File: config.mk
export PLATFORM = sky130hd
export DESIGN_NAME = absync_slave
export DESIGN_NICKNAME = d
export VERILOG_FILES = /design/src/rtl/absync_pkg.sv /design/src/rtl/absync_sync.sv /design/src/rtl/absync_decode.sv /design/src/rtl/absync_ctrl.sv /design/src/rtl/absync_slave.sv
export SDC_FILE = /design/constraint.sdc
export NUM_CORES = 1
export LEC_CHECK = 0
export ABC_AREA = 1
export BUFFER_PORTS_ARGS = -buffer_cell sky130_fd_sc_hd__buf_2
export CORE_ASPECT_RATIO = 0.75
export CORE_MARGIN = 10
export CORE_UTILIZATION = 30
export DETAILED_ROUTE_END_ITERATION = 8
export HOLD_SLACK_MARGIN = 0.1
export SYNTH_ARGS = -nofsm -noshare
export SYNTH_HDL_FRONTEND = slang
export SYNTH_HIERARCHICAL = 1
export SYNTH_SLANG_ARGS = --single-unit
File: constraint.sdc
create_clock -name clk -period 4.2 [get_ports clk]
set_clock_uncertainty 0.2 [all_clocks]
set_input_delay 0.84 -clock clk [delete_from_list [all_inputs] [get_ports clk]]
set_output_delay 0.84 -clock clk [all_outputs]
set_load 0.01 [all_outputs]
File: src/rtl/absync_pkg.sv
package absync_pkg;
  localparam int DW  = 16;
  localparam int NBE = DW / 8;

  typedef enum logic [2:0] {
    ST_IDLE = 3'd0,
    ST_RD   = 3'd1,
    ST_WR   = 3'd2,
    ST_ACK  = 3'd3,
    ST_SKIP = 3'd4
  } st_e;

  typedef struct packed {
    logic           wr;
    logic [1:0]     idx;
    logic [NBE-1:0] be;
    logic [DW-1:0]  data;
  } req_t;
endpackage

File: src/rtl/absync_sync.sv
module absync_sync #(
  parameter int STAGES = 2
) (
  input  logic clk,
  input  logic rst_n,
  input  logic d,
  output logic q
);
  logic [STAGES-1:0] chain;

  generate
    for (genvar i = 0; i < STAGES; i++) begin : g_stage
      if (i == 0) begin : g_first
        always_ff @(posedge clk or negedge rst_n)
          if (!rst_n) chain[0] <= 1'b0;
          else        chain[0] <= d;
      end else begin : g_rest
        always_ff @(posedge clk or negedge rst_n)
          if (!rst_n) chain[i] <= 1'b0;
          else        chain[i] <= chain[i-1];
      end
    end
  endgenerate

  assign q = chain[STAGES-1];
endmodule

File: src/rtl/absync_decode.sv
module absync_decode
  import absync_pkg::*;
#(
  parameter int              ADDR_W = 18,
  parameter logic [ADDR_W-4:0] BASE = '1
) (
  input  logic [ADDR_W-1:0] addr,
  input  logic [1:0]        ctl,
  input  logic [DW-1:0]     data,
  output logic              hit,
  output req_t              req
);
  always_comb begin
    hit      = (addr[ADDR_W-1:3] == BASE);
    req.wr   = ctl[1];
    req.idx  = addr[2:1];
    req.data = data;
    if (ctl == 2'b11) req.be = addr[0] ? 2'b10 : 2'b01;
    else              req.be = 2'b11;
  end
endmodule

File: src/rtl/absync_ctrl.sv
module absync_ctrl
  import absync_pkg::*;
(
  input  logic          clk,
  input  logic          rst_n,
  input  logic          msync_s,
  input  logic          hit,
  input  req_t          dreq,
  input  logic          rd_ready,
  input  logic [DW-1:0] rd_data,
  input  logic          wr_ready,
  output logic          rd_valid,
  output logic          wr_valid,
  output req_t          req_q,
  output logic          ssync,
  output logic          oe,
  output logic [DW-1:0] rdata
);
  st_e           st;
  logic [DW-1:0] rdata_q;
  logic          ssync_q;

  always_ff @(posedge clk or negedge rst_n) begin
    if (!rst_n) begin
      st      <= ST_IDLE;
      req_q   <= '0;
      rdata_q <= '0;
      ssync_q <= 1'b0;
    end else begin
      case (st)
        ST_IDLE: if (msync_s) begin
          if (hit) begin
            req_q <= dreq;
            st    <= dreq.wr ? ST_WR : ST_RD;
          end else begin
            st <= ST_SKIP;
          end
        end
        ST_RD: if (rd_ready) begin
          rdata_q <= rd_data;
          ssync_q <= 1'b1;
          st      <= ST_ACK;
        end
        ST_WR: if (wr_ready) begin
          ssync_q <= 1'b1;
          st      <= ST_ACK;
        end
        ST_ACK: if (!msync_s) begin
          ssync_q <= 1'b0;
          st      <= ST_IDLE;
        end
        ST_SKIP: if (!msync_s) st <= ST_IDLE;
        default: st <= ST_IDLE;
      endcase
    end
  end

  assign rd_valid = (st == ST_RD);
  assign wr_valid = (st == ST_WR);
  assign ssync    = ssync_q;
  assign oe       = ssync_q & ~req_q.wr;
  assign rdata    = oe ? rdata_q : '0;
endmodule

File: src/rtl/absync_slave.sv
module absync_slave
  import absync_pkg::*;
#(
  parameter int                ADDR_W      = 18,
  parameter logic [ADDR_W-4:0] BASE        = 15'h7FF0,
  parameter int                SYNC_STAGES = 2
) (
  input  logic              clk,
  input  logic              rst_n,
  input  logic [ADDR_W-1:0] bus_addr,
  input  logic [1:0]        bus_ctl,
  input  logic [15:0]       bus_data_in,
  output logic [15:0]       bus_data_out,
  output logic              bus_data_oe,
  input  logic              bus_msync,
  output logic              bus_ssync,
  output logic              dev_rd_valid,
  input  logic              dev_rd_ready,
  input  logic [15:0]       dev_rd_data,
  output logic              dev_wr_valid,
  input  logic              dev_wr_ready,
  output logic [15:0]       dev_wr_data,
  output logic [1:0]        dev_wr_be,
  output logic [1:0]        dev_idx
);
  logic msync_s;
  logic hit;
  req_t dreq;
  req_t req_q;

  absync_sync #(.STAGES(SYNC_STAGES)) u_sync (
    .clk(clk), .rst_n(rst_n), .d(bus_msync), .q(msync_s)
  );

  absync_decode #(.ADDR_W(ADDR_W), .BASE(BASE)) u_dec (
    .addr(bus_addr), .ctl(bus_ctl), .data(bus_data_in), .hit(hit), .req(dreq)
  );

  absync_ctrl u_ctrl (
    .clk(clk), .rst_n(rst_n), .msync_s(msync_s), .hit(hit), .dreq(dreq),
    .rd_ready(dev_rd_ready), .rd_data(dev_rd_data), .wr_ready(dev_wr_ready),
    .rd_valid(dev_rd_valid), .wr_valid(dev_wr_valid), .req_q(req_q),
    .ssync(bus_ssync), .oe(bus_data_oe), .rdata(bus_data_out)
  );

  assign dev_wr_data = req_q.data;
  assign dev_wr_be   = req_q.be;
  assign dev_idx     = req_q.idx;
endmodule

==> impl_metrics.json, run 1 <==
{
  "slew_headroom_pct": 37.3,
  "synth-seq-cells": 43,
  "finalHoldViolCount": 0,
  "vdd_ir_drop_max_v": 0.000111,
  "drc_errors": 0,
  "wl_um": 5410,
  "path_class": "reg2out",
  "synthAdderAreaFrac_pct": 0,
  "antenna_cells": 0,
  "hp-start": "u_sync/chain[0]",
  "critPathMaxStageDelay_ns": 0.38,
  "chipWidth_um": 121,
  "start_util_pct": 30.9,
  "crit_fanout": 16,
  "track_usage_pct": 9.18,
  "htreeDepth": 2,
  "synth-simple-area-share_pct": 23.6,
  "cpLargestDelayFamily": "buffers and inverters",
  "cp_cell_sequence": "inv_1 -> nor2_1 -> inv_1 -> nor2_1 -> buf_2",
  "grt_pass1_wl_um": 8740,
  "synth-compound-area-share_pct": 11.4,
  "cts_setup_buffers": 0,
  "yosysSeqAreaShare_pct": 47.3,
  "first_global_vias": 1811,
  "synth.distinct_cells": 21,
  "path_buf_inv": 3,
  "ctsHoldBuffers": 0,
  "dp_cells": 440,
  "final.min_clock_period_ns": 2.51,
  "synth_top_family_by_area": "simple AND/OR/NAND/NOR gates",
  "area_delta_synth_final_pct": 22.1,
  "synthMuxAreaShare_pct": 0,
  "fin_setup_tns_ns": 0,
  "cts_root_buf": "clkbuf_8",
  "core_mm2": 0.00736,
  "cts_made_buffers": 5,
  "gr-total-overflow": 0,
  "ys_warn_count": 6,
  "io_pins": 97,
  "layout_commonest_cell": "buf_2",
  "cts_tree": "done",
  "fmaxAchievable_mhz": 398,
  "cellPowerDensity_mw_per_mm2": 299,
  "hold_depth": 0,
  "slew_violations": 0,
  "insertion_delay_ns": 0.29,
  "ctsLongestPathBuffers": 2,
  "cts_resized": 0,
  "r2r_start": "u_ctrl/st[1]",
  "r2r_end": "u_ctrl/req_q[2]",
  "finalSetupViolCount": 0,
  "syn_nets": 326,
  "viasPerCell": 4.10,
  "syn_area_mm2": 0.00228,
  "grt_max_degree": 44,
  "cap_violations": 0,
  "setup_ws_ns": 1.69,
  "hold_class": "reg2reg",
  "rsz0062_at_grt": "no",
  "clk_pin_slew_ns": 0.09,
  "fin_total_pwr_w": 0.000831,
  "cp.required_ns": 3.16,
  "vias": 1839,
  "io_buffers": 96,
  "antenna_found_initial": 0,
  "worst_setup_path_end_kind": "output port",
  "gp_congestion": 0.740,
  "cpMaxStageDelayCell": "dfrtp_1",
  "cts.sinks": 43,
  "hold_end": "u_sync/q",
  "wl_per_cell_um": 12.1,
  "die_area_mm2": 0.0115,
  "drt_pass1_iterations": 4,
  "die_h_um": 95.4,
  "drt_iter0_drc": 56,
  "fillers": 789,
  "r2r_slack_ns": 2.19,
  "status": "finished clean",
  "synth_xor_area_share_pct": 0,
  "period_share_pct": 59.9,
  "p_leak_nw": 1.67,
  "synthCells": 269,
  "reg2reg_depth": 5,
  "pre_cts_slack_ns": 1.44,
  "max_slew.worst_pin.slew_ns": 0.940,
  "syn-mean-instance-area_um2": 8.46,
  "drive_gt1_share_pct": 41.8,
  "crit_path_start_kind": "flip-flop",
  "layout.nets": 403,
  "rows": 27,
  "hpwlAfterDp_um": 4320,
  "final_antenna_net_count": 0,
  "mostFrequentLayoutCells": "96 x buf_2, 48 x inv_1, 46 x nand2_1",
  "instances_no_fill": 448,
  "arrival_ns": 1.47
}
==> stage by stage <==
| step | area, um2 | hold WS [ns] | util [%] |
|---|---|---|---|
| 6_report | 2780 | 0.152 | 37.7 |
| 5_1_grt | 2780 | 0.178 | 37.7 |
| 4_1_cts | 2780 | 0.158 | 37.7 |
| 3_5_place_dp | 2690 | 0.136 | 36.5 |
| 3_3_place_gp | 2690 | 0.145 | 36.5 |
| 2_1_floorplan | 2280 | 0.131 | - |
==> cells by family (layout without fill, tap and decap cells) <==
family,after synthesis,in the layout
AND/OR/NAND/NOR,106,106
buffers and inverters,80,158
flip-flops,43,43
AO/OA/AOI/OAI,40,40
==> worst max path at each step <==
stage	slack, ns	start	cells past startpoint	to
2_1_floorplan	2.00	u_ctrl/ssync	5	bus_data_out[10]
3_3_place_gp	1.53	bus_addr[6]	10	u_ctrl/req_q[1]
3_5_place_dp	1.44	bus_addr[6]	10	u_ctrl/req_q[4]
4_1_cts	1.57	u_ctrl/ssync	5	bus_data_out[4]
5_1_grt	1.52	u_ctrl/ssync	5	bus_data_out[2]
6_report	1.69	u_ctrl/ssync	5	bus_data_out[6]
==> power breakdown <==
group / internal, W / leakage, nW / switching, W
combinational: 0.0000484 / 1.12 / 0.0000768
clock: 0.000116 / 0.0402 / 0.000142
sequential: 0.000431 / 0.511 / 0.0000169
total: 0.000595 / 1.67 / 0.000236
==> sequential cells by signal, indices dropped and copies added (netlist names) <==
register / flops
u_ctrl/req_q: 21
u_ctrl/rdata_q: 16
u_sync/chain: 1
u_ctrl/ssync: 1
u_ctrl/st: 3
u_sync/q: 1
==> cell usage after synthesis, drive strengths merged <==
master	count	share of area, %
nand4	2	0.82
a21oi	17	6.4
nand2	48	8.6
o21ai	23	5.1
clkbuf	1	0.16
inv	53	8.9
nand3b	1	0.33
dfrtp	43	47
nand3	12	2.6
nor2	43	11
buf	26	8.6
==> worst reg2reg max path, stage by stage (launching register included) <==
cell and delay, ns:
dfrtp_1 0.45, nor2_2 0.25, nand4_2 0.46, buf_4 0.40
nand2_1 0.08, o21ai_1 0.05
==> per-layer routing <==
layer  GRT usage [%]  vias up  wire length (um)
li1                -      952                 -
met5               0        -                 0
met4            3.01        0                40
met1            11.2      823              2350
met3            4.37        2               545
met2            14.0       62              2480
==> layout make-up <==
cell class	count	area, um2	area share, %
clock inverters	3	20.0	0.720
flip-flops and latches	43	1080	38.7
clock buffers	5	68.8	2.48
inverters	53	201	7.25
multi-input cells	146	798	28.7
well taps	101	126	4.55
repair buffers	97	488	17.6
(Power assumes the default switching activity.)
==> run 2, diff against run 1 <==
clock period = 2 ns   (was 4.2 ns; I/O delays follow)
==> impl_metrics.json, run 2 (same netlist as run 1, synthesis figures left out) <==
{
  "chipWidth_um": 121,
  "mostFrequentLayoutCells": "96 x buf_2, 48 x inv_1, 46 x nand2_1",
  "grt_max_degree": 25,
  "finalHoldViolCount": 0,
  "p_leak_nw": 1.72,
  "cap_violations": 0,
  "period_share_pct": 93.3,
  "layout.nets": 411,
  "cpLargestDelayFamily": "flip-flops",
  "largest-register": "u_ctrl/req_q",
  "drt_pass1_iterations": 4,
  "setup_ws_ns": 0.133,
  "cts_made_buffers": 5,
  "fmaxAchievable_mhz": 536,
  "cts_tree": "done",
  "core_mm2": 0.00736,
  "fillers": 782,
  "ctsLongestPathBuffers": 2,
  "path_buf_inv": 3,
  "path_class": "reg2out",
  "drt_iter0_drc": 53,
  "clk_pin_slew_ns": 0.08,
  "drc_errors": 0,
  "rsz0062_at_grt": "no",
  "fin_setup_tns_ns": 0,
  "met1_usage_pct": 11.4,
  "vias": 1843,
  "layout_commonest_cell": "buf_2",
  "top_regs": "u_ctrl/req_q x21, u_ctrl/rdata_q x16, u_ctrl/st x3",
  "final.min_clock_period_ns": 1.87,
  "htreeDepth": 2,
  "final_antenna_net_count": 0,
  "antenna_found_initial": 0,
  "max_slew.worst_pin.slew_ns": 0.534,
  "finalSetupViolCount": 0,
  "cts.sinks": 43,
  "cts_root_buf": "clkbuf_8",
  "slew_violations": 0,
  "multiInputGateArea_um2": 806,
  "cp.required_ns": 1.40,
  "seqCellArea_mm2": 0.00108,
  "gr-total-overflow": 0,
  "track_usage_pct": 9.27,
  "met3_usage_pct": 4.07,
  "die_h_um": 95.4,
  "fin_total_pwr_w": 0.00174,
  "pre_cts_slack_ns": 0.203,
  "cellPowerDensity_mw_per_mm2": 606,
  "gr-max-usage-layer": "met2",
  "cp_cell_sequence": "inv_2 -> nor2_1 -> nand2_1 -> inv_1 -> buf_2",
  "dp_cells": 445,
  "grt_use_met2_pct": 14.4,
  "gp_congestion": 0.767,
  "instances_no_fill": 456,
  "drive_gt1_share_pct": 43.4,
  "first_global_vias": 1810,
  "vdd_ir_drop_max_v": 0.000242,
  "wl_um": 5450,
  "worst_setup_path_end_kind": "output port",
  "crit_fanout": 5,
  "io_pins": 97,
  "die_area_mm2": 0.0115,
  "largest_reg_flops": 21,
  "io_buffers": 96,
  "slew_headroom_pct": 64.4,
  "cpMaxStageDelayCell": "dfrtp_1",
  "crit_path_start_kind": "flip-flop",
  "post-route-util_pct": 39.1,
  "viasPerCell": 4.04,
  "wl_per_cell_um": 11.9,
  "critPathMaxStageDelay_ns": 0.43,
  "rows": 27,
  "status": "finished clean",
  "hpwlAfterDp_um": 4380,
  "arrival_ns": 1.27,
  "antenna_cells": 0,
  "area_delta_synth_final_pct": 26.4,
  "insertion_delay_ns": 0.28,
  "grt_pass1_wl_um": 8780,
  "start_util_pct": 30.9,
  "hold_class": "in2reg"
}
[run 2: changes by cell type in the layout (fill, tap and decap cells not counted), sizes merged]
cell and change:
clkbuf +1, clkinvlp -1, buf +6, dlygate4sd3 +2
[run 2: timing repair]
item | 4_1_cts | 5_1_grt
setup endpoints to repair | 0 | 17
setup buffers | 0 | 1
hold buffers | 2 | 0
endpoints found under the hold margin | 23 | 0
resized for setup | 0 | 5
[run 2: through the flow]
stage	instance area [um2]	hold slack, ns
6_report	2880	0.139
5_1_grt	2880	0.131
4_1_cts	2860	0.126
3_5_place_dp	2750	0.144
3_3_place_gp	2750	0.138
2_1_floorplan	2280	-0.0956
[run 2: worst register-to-register path: stages (launching register included)]
cell	delay, ns
dfrtp_1	0.46
inv_2	0.09
nor2_4	0.11
nand2_4	0.07
inv_4	0.07
nand2_4	0.13
buf_12	0.22
nor2_1	0.13
a21oi_2	0.04
[run 2: final timing paths]
path	from	endpoint	slack [ns]	cells past startpoint
worst max register to register	u_ctrl/st[0]	u_ctrl/rdata_q[5]	0.37	8
worst min-delay path	bus_data_in[15]	u_ctrl/req_q[15]	0.14	3
worst min register to register	u_sync/chain[0]	u_sync/q	0.16	0
max in group asynchronous	rst_n	u_ctrl/st[2]	0.66	3
worst max-delay path	u_ctrl/st[1]	dev_wr_valid	0.13	5
min in group asynchronous	rst_n	u_ctrl/req_q[9]	0.43	2
[run 2: where the power goes]
part | internal [W] | total, W | switching [W]
clock network | 0.000244 | 0.000532 | 0.000287
registers | 0.000907 | 0.000943 | 0.0000354
logic | 0.000112 | 0.000269 | 0.000157
[run 2: area by class of cell]
cell class              count  area share [%]
clock buffers               6            2.52
clock inverters             2           0.435
inverters                  53            7.00
multi-input cells         146            28.0
flip-flops and latches     43            37.4
well taps                 101            4.39
repair buffers            105            20.2
[run 2: layer usage]
| layer | wire, um | part of all wire, % |
|---|---|---|
| met1 | 2460 | 45 |
| met2 | 2400 | 44 |
| met3 | 548 | 10 |
| met4 | 40 | 0.73 |
| met5 | 0 | 0 |
